===== src/rtl/pci_abort_cpl.sv =====
module pci_abort_cpl #(
  parameter int DATA_W = 32,
  parameter int LEN_W  = 4,
  parameter int TAG_W  = 5
) (
  input  logic              clk,
  input  logic              rst_n,
  input  logic              term_valid,
  input  logic [1:0]        req_kind,
  input  logic [LEN_W-1:0]  req_len,
  input  logic [TAG_W-1:0]  req_tag,
  input  logic [1:0]        term_code,
  input  logic [DATA_W-1:0] rd_data_in,
  output logic              cpl_valid,
  output logic [1:0]        cpl_code,
  output logic [TAG_W-1:0]  cpl_tag,
  output logic [DATA_W-1:0] cpl_data,
  output logic              set_rma,
  output logic              set_rta,
  output logic              set_ferr
);
  localparam logic [1:0] CodeNormal = 2'b00;
  localparam logic [1:0] CodeHard   = 2'b01;

  logic is_rd, is_cfg, single, ma, ta, hard, ones;
  logic [DATA_W-1:0] data_nxt;

  assign is_rd  = ~req_kind[0];
  assign is_cfg = req_kind[1];
  assign single = (req_len == LEN_W'(1));
  assign ma     = (term_code == 2'b01);
  assign ta     = term_code[1];
  assign hard   = ta | (ma & ~is_cfg & ~single);
  assign ones   = ma & is_rd & (is_cfg | single);

  always_comb begin
    if (hard)       data_nxt = '0;
    else if (ones)  data_nxt = '1;
    else if (is_rd) data_nxt = rd_data_in;
    else            data_nxt = '0;
  end

  always_ff @(posedge clk) begin
    if (!rst_n) begin
      cpl_valid <= 1'b0;
      cpl_code  <= CodeNormal;
      cpl_tag   <= '0;
      cpl_data  <= '0;
      set_rma   <= 1'b0;
      set_rta   <= 1'b0;
      set_ferr  <= 1'b0;
    end else begin
      cpl_valid <= term_valid;
      cpl_code  <= (term_valid && hard) ? CodeHard : CodeNormal;
      cpl_tag   <= term_valid ? req_tag : '0;
      cpl_data  <= term_valid ? data_nxt : '0;
      set_rma   <= term_valid & ma;
      set_rta   <= term_valid & ta;
      set_ferr  <= term_valid & (ta | (ma & ~is_cfg));
    end
  end

  AST_FLAG_NEEDS_VALID: assert property (@(posedge clk) disable iff (!rst_n)
    (set_rma | set_rta | set_ferr) |-> cpl_valid);
  AST_VALID_FOLLOWS_STROBE: assert property (@(posedge clk) disable iff (!rst_n)
    term_valid |=> cpl_valid && cpl_tag == $past(req_tag));
  AST_ABORT_KINDS_EXCL: assert property (@(posedge clk) disable iff (!rst_n)
    !(set_rma && set_rta));
  AST_HARD_ZERO_DATA: assert property (@(posedge clk) disable iff (!rst_n)
    (cpl_valid && cpl_code == CodeHard) |-> cpl_data == '0);
  AST_CFG_NO_FERR: assert property (@(posedge clk) disable iff (!rst_n)
    (term_valid && req_kind[1] && term_code == 2'b01) |=> set_rma && !set_ferr && cpl_code == CodeNormal);
  AST_TA_HARD: assert property (@(posedge clk) disable iff (!rst_n)
    (term_valid && term_code[1]) |=> cpl_code == CodeHard && set_ferr);
endmodule


===== config.mk =====
export PLATFORM = sky130hd
export DESIGN_NAME = pci_abort_cpl
export DESIGN_NICKNAME = d
export VERILOG_FILES = /design/src/rtl/pci_abort_cpl.sv
export SDC_FILE = /design/constraint.sdc
export NUM_CORES = 1
export LEC_CHECK = 0
export BUFFER_PORTS_ARGS = -buffer_cell sky130_fd_sc_hd__buf_2
export CAP_MARGIN = 20
export CORE_UTILIZATION = 47
export CTS_CLUSTER_SIZE = 25
export DETAILED_ROUTE_END_ITERATION = 10
export GPL_TIMING_DRIVEN = 0
export PLACE_DENSITY = 0.9
export SLEW_MARGIN = 20
export SYNTH_ARGS = -nofsm -noshare
export SYNTH_HDL_FRONTEND = slang
export SYNTH_SLANG_ARGS = --single-unit

===== constraint.sdc =====
create_clock -name clk -period 2.9 [get_ports clk]
set_input_delay 0.725 -clock clk [delete_from_list [all_inputs] [get_ports clk]]
set_output_delay 0.725 -clock clk [all_outputs]
set_load 0.005 [all_outputs]

==> flow_summary.json <==
{
  "outcome": "complete, no violations",
  "fin_crit_ns": 1.74,
  "endpoint_kind": "flop",
  "io_buffers": 88,
  "antenna_cells": 0,
  "cts_resized": 0,
  "max_freq_ghz": 0.574,
  "clk_pin_slew_ns": 0.11,
  "gp_congestion": 0.690,
  "vdd_drop_max_mv": 0.254,
  "synth-seq-cells": 42,
  "cts.sinks": 42,
  "final_common_cell": "buf_2",
  "power_frac_comb_pct": 13.5,
  "slew_violations": 0,
  "routedWlPerCell_um": 13.5,
  "place_hpwl_mm": 2.82,
  "root_buffer": "clkbuf_4",
  "setup_tns_ns": 0,
  "ctsHoldBuffers": 0,
  "grt_pass1_wl_mm": 5.47,
  "syn_to_final_growth_pct": 33.2,
  "cap_violations": 0,
  "drtPass1Iterations": 4,
  "synth_nets": 186,
  "final_cell_mix": "buf_2, dfxtp_1, nor2_1",
  "setup_viol": 0,
  "worst_pin_slew_ns": 0.772,
  "dr.first_iter.drc_count": 77,
  "drive_above_1_share_pct": 57.3,
  "p_seq_share_pct": 58.6,
  "core_um2": 3360,
  "pin_count": 91,
  "cts_buffer_depth": 2,
  "clock_power_share_pct": 27.9,
  "ys_warn_count": 0,
  "vias": 1423,
  "stdcell_area_um2": 2200,
  "switching_share_pct": 25.2,
  "htree_num_levels": 2,
  "ys_seq_area_share_pct": 50.8,
  "slew_headroom_pct": 48.5,
  "std_cell_rows": 21,
  "avgSynthCellArea_um2": 12.0,
  "syn-cell-area_um2": 1650,
  "required_ns": 3.14,
  "initial_core_util_pct": 49.2,
  "nFillCells": 297,
  "numCtsBuffers": 5,
  "hold_viol_final": 0,
  "pwr_density_cell_nw_per_um2": 461,
  "via_per_inst": 5.12,
  "die-area_um2": 3760,
  "crit_path_start_kind": "input port",
  "finalNetCount": 281,
  "synthCells": 138,
  "grt_util_all_layers_pct": 20.6,
  "antenna_found_initial": 0,
  "p_leak_nw": 0.982,
  "first_global_vias": 1178,
  "drc": 0,
  "overflow": 0,
  "die_y_um": 61.3,
  "hold_path_class": "in -> reg",
  "drt.antenna.violating_nets": 0,
  "post_cts_buffers": 0,
  "dpl-instance-area_um2": 2150,
  "synth.distinct_cells": 19,
  "rsz0062_at_grt": "no",
  "whs_ns": 0.591,
  "cts_tree": "built",
  "crit_path_max_fanout": 10,
  "routed_wl_mm": 3.75,
  "die_x_um": 61.3,
  "p_switching_mw": 0.256,
  "arrival_ns": 1.99,
  "grt_max_degree": 12,
  "p_int_mw": 0.760,
  "worstSetupPathType": "in -> reg",
  "utilization_pct": 65.5,
  "post-route-period-util_pct": 60.1
}
## registers in the layout, indices dropped and copies added, names as in the netlist
signal	count
cpl_code	1
cpl_data	32
cpl_tag	5
cpl_valid	1
set_ferr	1
set_rma	1
set_rta	1
## worst paths after layout
check,start,to,slack [ns],cells past startpoint
max,req_len[1],cpl_data[18]$_SDFF_PP0_,1.16,4
min,req_kind[0],cpl_data[13]$_SDFF_PP0_,0.59,2
## kinds of logic (layout without fill, tap and decap cells)
family	after synthesis	count (layout)	synth area share, %
AO/OA/AOI/OAI	34	34	31.2
buffers and inverters	18	112	5.98
flip-flops	42	42	50.8
other	1	1	0.227
AND/OR/NAND/NOR	43	43	11.8
## layer usage
layer	part of all wire [%]	routed length, um	vias to the layer above	global-route usage [%]
met5	0	0	-	0
li1	-	-	694	-
met3	8.4	314	8	6.09
met2	49	1830	67	33.2
met1	41	1540	654	24.9
met4	2.0	74	0	10.7
## Yosys cell counts
library cell	instances	area share (%)
a2111oi_0	3	1.6
a2111oi_2	26	24
a2111oi_4	3	5.0
a31o_2	1	0.53
and2_1	1	0.38
and3_1	6	2.3
buf_1	4	0.91
buf_2	4	1.2
buf_4	1	0.45
buf_6	3	2.0
clkbuf_1	5	1.1
conb_1	1	0.23
dfxtp_1	42	51
inv_1	1	0.23
nand3b_1	1	0.45
nor2_1	33	7.5
nor2b_1	1	0.38
o21a_1	1	0.45
or4b_4	1	0.83
## through the flow
step | std cells | setup WS (ns) | power (mW)
6_report | 278 | 1.16 | 1.02
5_1_grt | 278 | 1.10 | 1.06
4_1_cts | 278 | 1.13 | 1.02
3_5_place_dp | 272 | 0.754 | 0.747
3_3_place_gp | 272 | 0.806 | 0.744
2_1_floorplan | 138 | 1.01 | 0.686
## critical path: stages
cell	delay (ns)
buf_2	0.10
or4b_4	0.59
buf_6	0.19
a2111oi_2	0.38
## power groups by stage
stage	clock (mW)	sequential, mW	combinational [mW]
2_1_floorplan	0	0.611	0.0750
4_1_cts	0.287	0.595	0.139
3_5_place_dp	0	0.608	0.138
3_3_place_gp	0	0.608	0.136
5_1_grt	0.312	0.597	0.152
6_report	0.284	0.595	0.137
## cell type report
cell class	count	area, um2	area share [%]
sequential	42	841	38.2
multi-input combinational	78	714	32.4
timing repair buffer	88	440	20.0
buffer	17	95.1	4.32
tap	46	57.6	2.61
clock buffer	6	51.3	2.33
inverter	1	3.75	0.170
No activity file was read; power rests on OpenSTA's default activity.
